## config.mk

```make
export PLATFORM = sky130hd
export DESIGN_NAME = addsub_unit
export DESIGN_NICKNAME = d
export VERILOG_FILES = /design/src/rtl/addsub_pkg.sv /design/src/rtl/addsub_opsel.sv /design/src/rtl/addsub_core.sv /design/src/rtl/addsub_flagctl.sv /design/src/rtl/addsub_unit.sv
export SDC_FILE = /design/constraint.sdc
export NUM_CORES = 1
export LEC_CHECK = 0
export BUFFER_PORTS_ARGS = -buffer_cell sky130_fd_sc_hd__buf_2
export CORE_UTILIZATION = 55
export CTS_BUF_LIST = sky130_fd_sc_hd__clkbuf_2 sky130_fd_sc_hd__clkbuf_4 sky130_fd_sc_hd__clkbuf_8
export CTS_CLUSTER_DIAMETER = 80
export DETAILED_ROUTE_END_ITERATION = 16
export GPL_ROUTABILITY_DRIVEN = 1
export PLACE_DENSITY = 0.87
export SLEW_MARGIN = 10
export SYNTH_ARGS = -nofsm -noshare
export SYNTH_HDL_FRONTEND = slang
export SYNTH_SLANG_ARGS = --single-unit
```

## constraint.sdc

```tcl
create_clock -name clk -period 2.7 [get_ports clk]
set_input_delay 0.27 -clock clk [delete_from_list [all_inputs] [get_ports clk]]
set_output_delay 0.27 -clock clk [all_outputs]
set_load 0.03 [all_outputs]
```

## src/rtl/addsub_pkg.sv

```systemverilog
package addsub_pkg;
  typedef enum logic [1:0] {
    MODE_TRAP  = 2'd0,
    MODE_UNS   = 2'd1,
    MODE_PLAIN = 2'd2,
    MODE_LIST  = 2'd3
  } carry_mode_e;

  typedef enum logic [1:0] {
    SRC_REG   = 2'd0,
    SRC_LIT8  = 2'd1,
    SRC_LIT16 = 2'd2,
    SRC_RSV   = 2'd3
  } opnd_src_e;
endpackage

```

## src/rtl/addsub_opsel.sv

```systemverilog
module addsub_opsel
  import addsub_pkg::*;
#(
  parameter int W     = 32,
  parameter int LIT_W = 16
) (
  input  opnd_src_e        src,
  input  carry_mode_e      mode_in,
  input  logic [W-1:0]     opb,
  input  logic [LIT_W-1:0] lit,
  output logic [W-1:0]     y,
  output carry_mode_e      mode_eff
);
  localparam int BYTE_W = LIT_W / 2;

  logic [W-1:0] lit_full;
  logic [W-1:0] lit_byte;

  generate
    if (W > LIT_W) begin : g_pad
      assign lit_full = {{(W-LIT_W){1'b0}}, lit};
    end else begin : g_trunc
      assign lit_full = lit[W-1:0];
    end
    if (W > BYTE_W) begin : g_bpad
      assign lit_byte = {{(W-BYTE_W){1'b0}}, lit[BYTE_W-1:0]};
    end else begin : g_btrunc
      assign lit_byte = lit[W-1:0];
    end
  endgenerate

  always_comb begin
    y        = opb;
    mode_eff = mode_in;
    unique case (src)
      SRC_LIT8:  begin y = lit_byte; mode_eff = MODE_TRAP; end
      SRC_LIT16: begin y = lit_full; mode_eff = MODE_TRAP; end
      default:   begin y = opb; mode_eff = mode_in; end
    endcase
  end
endmodule

```

## src/rtl/addsub_core.sv

```systemverilog
module addsub_core #(
  parameter int W = 32
) (
  input  logic         sub,
  input  logic [W-1:0] x,
  input  logic [W-1:0] y,
  input  logic         cin,
  output logic [W-1:0] res,
  output logic         cout,
  output logic         ovf
);
  logic [W:0] ext;

  always_comb begin
    if (sub) ext = {1'b0, x} - {1'b0, y} - {{W{1'b0}}, cin};
    else     ext = {1'b0, x} + {1'b0, y} + {{W{1'b0}}, cin};
    res  = ext[W-1:0];
    cout = ext[W];
    if (sub) ovf = (x[W-1] != y[W-1]) && (res[W-1] != x[W-1]);
    else     ovf = (x[W-1] == y[W-1]) && (res[W-1] != x[W-1]);
  end
endmodule

```

## src/rtl/addsub_flagctl.sv

```systemverilog
module addsub_flagctl
  import addsub_pkg::*;
(
  input  logic        valid,
  input  carry_mode_e mode,
  input  logic        carry_cur,
  input  logic        cout,
  input  logic        ovf,
  output logic        cin,
  output logic        trap_req,
  output logic        res_en,
  output logic        carry_en,
  output logic        carry_nxt
);
  always_comb begin
    cin       = ((mode == MODE_TRAP) || (mode == MODE_UNS)) ? carry_cur : 1'b0;
    trap_req  = valid && (mode == MODE_TRAP) && ovf;
    res_en    = valid && !trap_req;
    carry_en  = 1'b0;
    carry_nxt = carry_cur;
    if (res_en) begin
      unique case (mode)
        MODE_TRAP:  begin carry_en = 1'b1; carry_nxt = 1'b0; end
        MODE_UNS:   begin carry_en = 1'b1; carry_nxt = cout; end
        MODE_LIST:  begin carry_en = 1'b1; carry_nxt = 1'b0; end
        default:    begin carry_en = 1'b0; carry_nxt = carry_cur; end
      endcase
    end
  end
endmodule

```

## src/rtl/addsub_unit.sv

```systemverilog
module addsub_unit
  import addsub_pkg::*;
#(
  parameter int W     = 32,
  parameter int LIT_W = 16
) (
  input  logic             clk,
  input  logic             rst_n,
  input  logic             valid_i,
  input  logic             sub_i,
  input  logic [1:0]       mode_i,
  input  logic [1:0]       src_i,
  input  logic [W-1:0]     opa_i,
  input  logic [W-1:0]     opb_i,
  input  logic [LIT_W-1:0] lit_i,
  output logic [W-1:0]     result_o,
  output logic             wr_o,
  output logic             carry_o,
  output logic             trap_o
);
  logic [1:0] rst_pipe;
  logic       rst_ok;

  always_ff @(posedge clk or negedge rst_n) begin
    if (!rst_n) rst_pipe <= 2'b00;
    else        rst_pipe <= {rst_pipe[0], 1'b1};
  end
  assign rst_ok = rst_pipe[1];

  logic [W-1:0] y_sel;
  carry_mode_e  mode_eff;
  logic [W-1:0] sum;
  logic         cout, ovf, cin;
  logic         trap_req, res_en, carry_en, carry_nxt;

  addsub_opsel #(.W(W), .LIT_W(LIT_W)) u_opsel (
    .src      (opnd_src_e'(src_i)),
    .mode_in  (carry_mode_e'(mode_i)),
    .opb      (opb_i),
    .lit      (lit_i),
    .y        (y_sel),
    .mode_eff (mode_eff)
  );

  addsub_core #(.W(W)) u_core (
    .sub  (sub_i),
    .x    (opa_i),
    .y    (y_sel),
    .cin  (cin),
    .res  (sum),
    .cout (cout),
    .ovf  (ovf)
  );

  addsub_flagctl u_flag (
    .valid     (valid_i),
    .mode      (mode_eff),
    .carry_cur (carry_o),
    .cout      (cout),
    .ovf       (ovf),
    .cin       (cin),
    .trap_req  (trap_req),
    .res_en    (res_en),
    .carry_en  (carry_en),
    .carry_nxt (carry_nxt)
  );

  logic [W-1:0] result_d;
  logic         carry_d, wr_d, trap_d;

  always_comb begin
    result_d = result_o;
    carry_d  = carry_o;
    if (res_en)   result_d = sum;
    if (carry_en) carry_d  = carry_nxt;
    wr_d   = res_en;
    trap_d = trap_req;
  end

  always_ff @(posedge clk or negedge rst_ok) begin
    if (!rst_ok) begin
      result_o <= '0;
      carry_o  <= 1'b0;
      wr_o     <= 1'b0;
      trap_o   <= 1'b0;
    end else begin
      result_o <= result_d;
      carry_o  <= carry_d;
      wr_o     <= wr_d;
      trap_o   <= trap_d;
    end
  end

  // trap and write never coincide; a trap leaves result and carry alone
  p_trap_no_write_r3: assert property (@(posedge clk) disable iff (!rst_ok)
    trap_o |-> !wr_o);
  p_trap_hold_r3: assert property (@(posedge clk) disable iff (!rst_ok)
    trap_o |-> (result_o == $past(result_o)) && (carry_o == $past(carry_o)));
  // non-trapping register-source modes never trap
  p_no_trap_r4: assert property (@(posedge clk) disable iff (!rst_ok)
    (valid_i && (mode_i != 2'd0) && ((src_i == 2'd0) || (src_i == 2'd3))) |=> !trap_o);
  // plain mode keeps the carry
  p_plain_carry_r5: assert property (@(posedge clk) disable iff (!rst_ok)
    (valid_i && (mode_i == 2'd2) && ((src_i == 2'd0) || (src_i == 2'd3))) |=> $stable(carry_o));
  // list-language mode clears the carry
  p_list_clear_r6: assert property (@(posedge clk) disable iff (!rst_ok)
    (valid_i && (mode_i == 2'd3) && ((src_i == 2'd0) || (src_i == 2'd3))) |=> !carry_o);
  // idle cycles change nothing
  p_idle_r8: assert property (@(posedge clk) disable iff (!rst_ok)
    !valid_i |=> !wr_o && !trap_o && $stable(carry_o) && $stable(result_o));
  // trap strobe lasts one cycle per issue
  p_trap_pulse_r3: assert property (@(posedge clk) disable iff (!rst_ok)
    (trap_o && !$past(valid_i)) |-> 1'b0);
endmodule

```

==> results of run 1 <==
[metrics by stage]
step	util [%]	cell area [sq um]	setup WS, ns	hold WS [ns]	cells
CTS	90.8	9840	-1.26	0.217	1308
detailed placement	83.0	8990	-2.04	0.0566	1275
global placement	83.0	8990	-1.56	0.0548	1275
floorplan	-	6420	-1.32	-0.0256	779
[cell families after synthesis]
kind of cell | synth area share (%)
AOI/OAI and AO/OA | 22.9
other | 0.0611
buffers and inverters | 8.50
DFF | 15.1
adders and majority gates | 21.1
and+or+nand+nor | 16.7
xor gates and xnor gates | 7.42
muxes | 8.26
[per-layer routing]
layer  global-route usage [%]  GRT overflow
met1                     76.6             1
met2                     94.0            37
met3                     59.6             0
met4                     82.7            25
met5                     17.6             0
[cells in the mapped netlist, types with 8 or more instances]
cell / n
a211oi_1: 10
a21o_1: 20
a21oi_1: 46
and2_1: 18
clkbuf_1: 15
dfrtp_1: 37
ha_1: 97
inv_1: 109
mux2_1: 25
mux2i_1: 18
nand2_1: 55
nand2b_1: 8
nand3_1: 11
nand4_1: 8
nor2_1: 35
nor2b_1: 10
nor3_1: 19
nor4_1: 9
o211ai_1: 12
o21ai_0: 42
o21bai_1: 8
or3_1: 8
xnor2_1: 35
xor2_1: 17
[timing repair]
| action | CTS |
|---|---|
| gates resized for setup | 95 |
| endpoints found under the hold margin | 2 |
| setup endpoints to repair | 35 |
| hold buffers | 1 |
| pin swaps | 31 |
| cloned | 3 |
| buffers inserted | 21 |
==> results.json, run 1 <==
{
  "status": "did not finish",
  "haltStage": "5_1_grt",
  "stop_error": "[ERROR GRT-0232] Routing congestion too high. Check the congestion heatmap in the GUI.",
  "ys_types": 72,
  "start_util_pct": 56.6,
  "htree_levels": 2,
  "ys_async_sr_fraction_pct": 100,
  "synth_area_sq_um": 6140,
  "synth_fp_nets": 968,
  "track_usage_pct": 77.1,
  "cts_made_buffers": 5,
  "grt_max_degree": 36,
  "io_pins": 123,
  "crit_endpoint": "result_o[8]$_DFFE_PN0P_/D",
  "place.gp.congestion": 0.952,
  "worstEndpointType": "sequential cell input",
  "syn_inst": 779,
  "synth_edf_count": 0,
  "io_buffers": 122,
  "cts_root_buf": "clkbuf_8",
  "dpl.hpwl_mm": 19.4,
  "syn_area_per_cell_sq_um": 7.88,
  "yosysTopAreaCell": "ha_1",
  "ys_warn_count": 0,
  "ys.flop_type": "dfrtp_1",
  "synthTopCellsByArea": "ha_1, dfrtp_1, inv_1",
  "overflow": 63,
  "synth_top_area_share_pct": 19.8,
  "dieWidth_um": 108,
  "seq_area_frac_synth_pct": 15.1,
  "cts.sinks": 37,
  "synth-seq-cells": 37,
  "clockBufferDepth": 2,
  "row_count": 38,
  "die_y_um": 108
}
==> run 2: changes to the inputs <==
--- a/config.mk
+++ b/config.mk
@@ -6,12 +6,10 @@
 export NUM_CORES = 1
 export LEC_CHECK = 0
 export BUFFER_PORTS_ARGS = -buffer_cell sky130_fd_sc_hd__buf_2
-export CORE_UTILIZATION = 55
-export CTS_BUF_LIST = sky130_fd_sc_hd__clkbuf_2 sky130_fd_sc_hd__clkbuf_4 sky130_fd_sc_hd__clkbuf_8
-export CTS_CLUSTER_DIAMETER = 80
+export CORE_UTILIZATION = 40
 export DETAILED_ROUTE_END_ITERATION = 16
 export GPL_ROUTABILITY_DRIVEN = 1
-export PLACE_DENSITY = 0.87
+export PLACE_DENSITY_LB_ADDON = 0.15
 export SLEW_MARGIN = 10
 export SYNTH_ARGS = -nofsm -noshare
 export SYNTH_HDL_FRONTEND = slang
==> results.json, run 2 <==
{
  "ys_async_sr_fraction_pct": 100,
  "io_pins": 123,
  "drv_cap": 0,
  "route.detailed.drc": 0,
  "final_common_cell": "buf_4",
  "syn_area_per_cell_sq_um": 7.88,
  "worstSetupStartpointType": "input pin",
  "hp-start": "valid_i",
  "dieWidth_um": 126,
  "power_density_nw_per_um2": 579,
  "synth-seq-cells": 37,
  "finalSetupViolCount": 35,
  "synthTopCellsByArea": "ha_1, dfrtp_1, inv_1",
  "path_clk_slew_ns": 0.07,
  "syn_inst": 779,
  "fin_crit_sh_pct": 150,
  "critPathKind": "in2reg",
  "antenna_found_initial": 0,
  "first_global_vias": 7058,
  "cp.arrival_ns": 4.22,
  "final.setup.worst_slack_ns": -1.35,
  "ys_types": 72,
  "drtIter0Drc": 333,
  "clock_latency_ns": 0.29,
  "track_usage_pct": 25.7,
  "start_util_pct": 41.6,
  "grt_first_pass_wirelength_mm": 33.2,
  "row_count": 44,
  "holdWs_ns": 0.245,
  "clock.fmax_ghz": 0.247,
  "holdPathStages": 2,
  "overflow": 0,
  "cts_made_buffers": 5,
  "largest_registers": "result_o: 32 flops, rst_pipe: 2 flops",
  "grt_setup_unrepaired": "yes",
  "cp_max_fo": 6,
  "regMostFlops": "result_o",
  "viasPerCell": 5.21,
  "drive_gt1_share_pct": 43.6,
  "worstHoldPathType": "in2reg",
  "synth_fp_nets": 968,
  "die_y_um": 126,
  "violations": "negative setup slack",
  "io_buffers": 122,
  "diodes": 0,
  "rr_startpoint": "carry_o$_DFFE_PN0P_",
  "yosysTopAreaCell": "ha_1",
  "clockBufferDepth": 2,
  "finClkSkew_ns": 0.00661,
  "place.gp.congestion": 0.910,
  "slew_viol_final": 0,
  "p_leak_nw": 5.17,
  "ys_warn_count": 0,
  "worst_setup_path_end_kind": "flip-flop",
  "r2r_end": "result_o[26]$_DFFE_PN0P_",
  "whs_endpoint": "trap_o$_DFF_PN0_",
  "firstDrtPassIters": 5,
  "synth_edf_count": 0,
  "vias": 7080,
  "finalHoldViolCount": 0,
  "ys.flop_type": "dfrtp_1",
  "synth_area_sq_um": 6140,
  "layout.nets": 1363,
  "htree_levels": 2,
  "cts_root_buf": "clkbuf_16",
  "status": "finished with violations",
  "fillCellCount": 1288,
  "cts_tree": "yes",
  "final_antenna_net_count": 0,
  "grt_max_degree": 50,
  "reg2reg_setup_slack_ns": -1.08,
  "worstMarginPinSlew_ns": 0.971,
  "syn_to_final_growth_pct": 61.6,
  "max_slew_margin_pct": 35.3,
  "reg2reg_depth": 17,
  "ir_drop_v": 0.000481,
  "critPathLaunch": "src_i[1]",
  "core_region_area_sq_um": 14800,
  "largest_reg_flops": 32,
  "period_minus_slack_ns": 4.05,
  "wl_mm": 20.7,
  "ys_top_cells_by_count": "inv_1, ha_1, nand2_1, a21oi_1, o21ai_0",
  "worstPathRequired_ns": 2.87,
  "wl_per_cell_um": 15.3,
  "seq_area_frac_synth_pct": 15.1,
  "cts.sinks": 37,
  "synth_most_common_cell": "inv_1",
  "dieArea_sq_um": 15800,
  "synth_top_area_share_pct": 19.8,
  "mostFrequentLayoutCells": "buf_4, buf_2, inv_1, ha_1, nand2_1",
  "dpl.hpwl_mm": 15.9,
  "finalSetupTns_ns": -45.02
}
## run 2: cell counts after synthesis
No cell type changed its count.
## run 2: cell type report
| cell class | instances | area, sq um | area share [%] |
|---|---|---|---|
| clock buffer | 5 | 125 | 1.26 |
| clock inverter | 3 | 43.8 | 0.442 |
| inverter | 114 | 435 | 4.39 |
| multi-input combinational | 609 | 5180 | 52.2 |
| sequential | 37 | 926 | 9.34 |
| tap | 184 | 230 | 2.32 |
| timing repair buffer | 407 | 2980 | 30.0 |
## run 2: per-stage QoR
step	cell area [sq um]	setup WS (ns)	power, mW	utilization (%)	instances
2_1_floorplan	6420	-1.32	3.12	-	779
3_3_place_gp	9050	-1.67	4.50	61.3	1319
3_5_place_dp	9050	-1.77	4.54	61.3	1319
4_1_cts	9640	-1.25	5.45	65.4	1353
5_1_grt	9920	-1.47	6.11	67.2	1359
6_report	9920	-1.35	5.74	67.2	1359
## run 2: logic make-up (layout without fill, tap and decap cells)
family	Yosys count	after routing	share of synthesized area [%]
simple gates	200	200	16.7
mux	47	47	8.26
fa+ha+maj	101	101	21.1
compound gates	208	208	22.9
xor+xnor	52	52	7.42
other cells	1	1	0.0611
flops	37	37	15.1
buf+inv	133	529	8.50
## run 2: report_power, final
group	internal, mW	switching (mW)	leakage (nW)	total [mW]
logic	2.00	2.09	4.64	4.09
registers	0.788	0.158	0.439	0.946
clock network	0.438	0.267	0.0842	0.705
total	3.23	2.52	5.17	5.74
## run 2: worst max path at each step
stage | endpoint | slack [ns] | depth (start not counted)
after detailed placement | result_o[0]$_DFFE_PN0P_ | -1.77 | 20
after global routing | result_o[5]$_DFFE_PN0P_ | -1.47 | 22
after floorplan | result_o[18]$_DFFE_PN0P_ | -1.32 | 17
after global placement | result_o[22]$_DFFE_PN0P_ | -1.67 | 20
after CTS | result_o[25]$_DFFE_PN0P_ | -1.25 | 19
final | result_o[26]$_DFFE_PN0P_ | -1.35 | 22
## run 2: timing repair
| item | 4_1_cts | 5_1_grt |
|---|---|---|
| setup endpoints to repair | 35 | 35 |
| cloned | 3 | 1 |
| buffers inserted | 22 | 10 |
| hold endpoints to repair | 2 | 0 |
| hold buffers | 1 | 0 |
| pin swaps | 9 | 29 |
| resized for setup | 38 | 51 |
## run 2: worst max-delay path, stage by stage
cell and delay, ns:
buf_8 0.10, ha_4 0.28, buf_12 0.15, buf_8 0.12, nand2_4 0.06, o21ai_4 0.06, fa_1 0.57, inv_2 0.06
ha_4 0.17, buf_6 0.11, o211ai_1 0.15, o211ai_1 0.16, nand2_1 0.18, o221ai_4 0.15, a21oi_2 0.21, a21boi_1 0.09
o311a_1 0.38, nor3b_4 0.24, buf_6 0.15, buf_12 0.11, buf_12 0.13, mux2_4 0.30
## run 2: layer usage
metal / up-vias / routed length (um) / share of wire [%] / global-route usage (%)
met5: - / 0 / 0 / 0
met2: 195 / 10100 / 49 / 45.3
met1: 3308 / 9350 / 45 / 33.9
met4: 0 / 517 / 2.5 / 6.66
li1: 3541 / - / - / -
met3: 36 / 779 / 3.8 / 2.08
Note: power is estimated with default switching activity, not from simulation.
==> run 3: changes to the inputs <==
--- a/config.mk
+++ b/config.mk
@@ -5,8 +5,10 @@
 export SDC_FILE = /design/constraint.sdc
 export NUM_CORES = 1
 export LEC_CHECK = 0
+export ABC_AREA = 1
 export BUFFER_PORTS_ARGS = -buffer_cell sky130_fd_sc_hd__buf_2
 export CORE_UTILIZATION = 40
+export CTS_BUF_LIST = sky130_fd_sc_hd__clkbuf_8
 export DETAILED_ROUTE_END_ITERATION = 16
 export GPL_ROUTABILITY_DRIVEN = 1
 export PLACE_DENSITY_LB_ADDON = 0.15
==> results.json, run 3 <==
{
  "grt_setup_unrepaired": "yes",
  "holdWs_ns": 0.273,
  "dieWidth_um": 132,
  "worstHoldPathType": "reg2async",
  "clock.fmax_ghz": 0.313,
  "p_leak_nw": 5.97,
  "final_common_cell": "nand2_1",
  "synthTopCellsByArea": "nand2_1, ha_1, dfrtp_1",
  "cts_root_buf": "clkbuf_8",
  "dieArea_sq_um": 17300,
  "r2r_end": "result_o[0]$_DFFE_PN0P_",
  "first_global_vias": 8163,
  "finalHoldViolCount": 0,
  "final.setup.worst_slack_ns": -0.496,
  "firstDrtPassIters": 5,
  "finalSetupTns_ns": -15.54,
  "path_clk_slew_ns": 0.07,
  "clock_latency_ns": 0.29,
  "die_y_um": 132,
  "instances_no_fill": 1804,
  "worstPathRequired_ns": 2.86,
  "io_pins": 123,
  "period_minus_slack_ns": 3.20,
  "endpoint": "result_o[0]$_DFFE_PN0P_",
  "synth_edf_count": 0,
  "largest_registers": "result_o: 32 flops, rst_pipe: 2 flops",
  "wl_mm": 24.4,
  "synth-seq-cells": 37,
  "syn_to_final_growth_pct": 56.2,
  "htree_levels": 2,
  "synth_fp_nets": 1351,
  "dpl.hpwl_mm": 20.8,
  "seq_area_frac_synth_pct": 13.8,
  "grt_max_degree": 36,
  "clockBufferDepth": 2,
  "critPathLaunch": "src_i[0]",
  "grt_first_pass_wirelength_mm": 39.8,
  "drive_gt1_share_pct": 35.2,
  "overflow": 0,
  "route.detailed.drc": 0,
  "synth_most_common_cell": "nand2_1",
  "path_common_cell": "nand2_2",
  "violations": "negative setup slack",
  "layout.nets": 1773,
  "ys.flop_type": "dfrtp_1",
  "io_buffers": 122,
  "viasPerCell": 4.76,
  "worstSetupStartpointType": "input pin",
  "synthSimpleGateAreaFrac_pct": 35.2,
  "syn_inst": 1162,
  "cts.sinks": 37,
  "synth_top_family_by_area": "simple AND/OR/NAND/NOR gates",
  "ys_top_cells_by_count": "nand2_1, inv_1, nor2_1, ha_1, a21oi_1",
  "cp.arrival_ns": 3.36,
  "synth.area.mux_share_pct": 0,
  "status": "finished with violations",
  "place.gp.congestion": 0.954,
  "wl_per_cell_um": 13.5,
  "finClkSkew_ns": 0.00567,
  "row_count": 47,
  "fillCellCount": 1641,
  "finalSetupViolCount": 35,
  "fin_crit_sh_pct": 118,
  "reg2reg_depth": 24,
  "cp.depth": 27,
  "cp_max_fo": 6,
  "crit_path_top_delay_cell": "ha_2",
  "ys_warn_count": 0,
  "slew_viol_final": 0,
  "track_usage_pct": 28.6,
  "ys_types": 41,
  "synth_area_sq_um": 6720,
  "critPathKind": "in2reg",
  "ys_async_sr_fraction_pct": 100,
  "syn_area_per_cell_sq_um": 5.78,
  "reg2reg_setup_slack_ns": -0.30,
  "slowest_delay_ns": 0.39,
  "yosysTopAreaCell": "nand2_1",
  "drv_cap": 0,
  "ir_drop_v": 0.000365,
  "cts_tree": "yes",
  "final_antenna_net_count": 0,
  "power_density_nw_per_um2": 474,
  "cp_top_family": "simple AND/OR/NAND/NOR gates",
  "diodes": 0,
  "critPathBufInv": 7,
  "mostFrequentLayoutCells": "nand2_1, buf_4, inv_1, buf_2, nor2_1",
  "rr_startpoint": "carry_o$_DFFE_PN0P_",
  "synth_top_area_share_pct": 20.5,
  "largest_reg_flops": 32,
  "drtIter0Drc": 491,
  "synth-compound-area-share_pct": 16.7,
  "placedCellCount": 1785,
  "cts_made_buffers": 5,
  "antenna_found_initial": 0,
  "start_util_pct": 40.8,
  "synthXorXnorAreaFrac_pct": 1.82,
  "synth_adder_area_share_pct": 19.3,
  "worst_setup_path_end_kind": "flip-flop",
  "vias": 8594,
  "regMostFlops": "result_o",
  "core_region_area_sq_um": 16500
}
[run 3: cell count changes in the layout (fill, tap and decap cells not counted), sizes merged, moves of 28 or more]
cell	previous run	this run
nor2	35	106
xnor2	35	2
buf	405	433
nand2	55	378
nand3	11	63
inv	115	209
a21oi	48	94
mux2	29	0
[run 3: layer usage]
layer	share of wire, %	vias up	wire length, um	track usage (%)
li1	-	4523	-	-
met1	50	3816	12100	40.6
met2	45	229	11000	48.3
met3	4.2	26	1030	1.16
met4	1.3	0	323	5.30
met5	0	-	0	0
[run 3: worst min path at each step]
stage / from / endpoint / slack, ns / cells past startpoint
6_report: rst_pipe[1]$_DFF_PN0_ / result_o[31]$_DFFE_PN0P_ / 0.27 / 1
5_1_grt: rst_n / rst_pipe[1]$_DFF_PN0_ / 0.28 / 2
4_1_cts: rst_n / rst_pipe[0]$_DFF_PN0_ / 0.29 / 2
3_5_place_dp: rst_n / rst_pipe[0]$_DFF_PN0_ / 0.06 / 1
3_3_place_gp: rst_n / rst_pipe[1]$_DFF_PN0_ / 0.06 / 1
2_1_floorplan: rst_n / rst_pipe[0]$_DFF_PN0_ / -0.03 / 0
[run 3: per-stage QoR]
stage | utilization (%) | setup slack (ns) | power, mW | area [sq um]
after global placement | 59.8 | -0.931 | 4.26 | 9850
after global routing | 63.7 | -0.704 | 5.39 | 10500
after CTS | 63.0 | -0.452 | 4.87 | 10400
after detailed placement | 59.8 | -1.02 | 4.30 | 9850
final | 63.7 | -0.496 | 4.98 | 10500
after floorplan | - | -0.865 | 2.63 | 6830
[run 3: what timing repair did]
action / in CTS / in global routing
endpoints found under the hold margin: 2 / 0
hold buffers: 1 / 0
gates resized for setup: 79 / 26
cloned: 4 / 0
pin swaps: 39 / 8
setup endpoints to repair: 35 / 35
setup buffers: 7 / 1
[run 3: layout make-up]
class	instances	area, sq um	area share (%)
clock inverter	1	3.75	0.0358
sequential	37	926	8.82
tap	220	275	2.62
inverter	209	803	7.65
clock buffer	6	82.6	0.787
multi-input combinational	897	5340	50.9
timing repair buffer	434	3060	29.2
[run 3: power breakdown]
group	switching [mW]	internal, mW	total [mW]
Sequential	0.0922	0.692	0.784
Clock	0.179	0.198	0.377
Combinational	2.10	1.72	3.82
[run 3: logic make-up after synthesis]
group | Yosys count
simple gates | 577
fa+ha+maj | 101
flops | 37
other cells | 1
xor+xnor | 14
compound gates | 203
buf+inv | 229
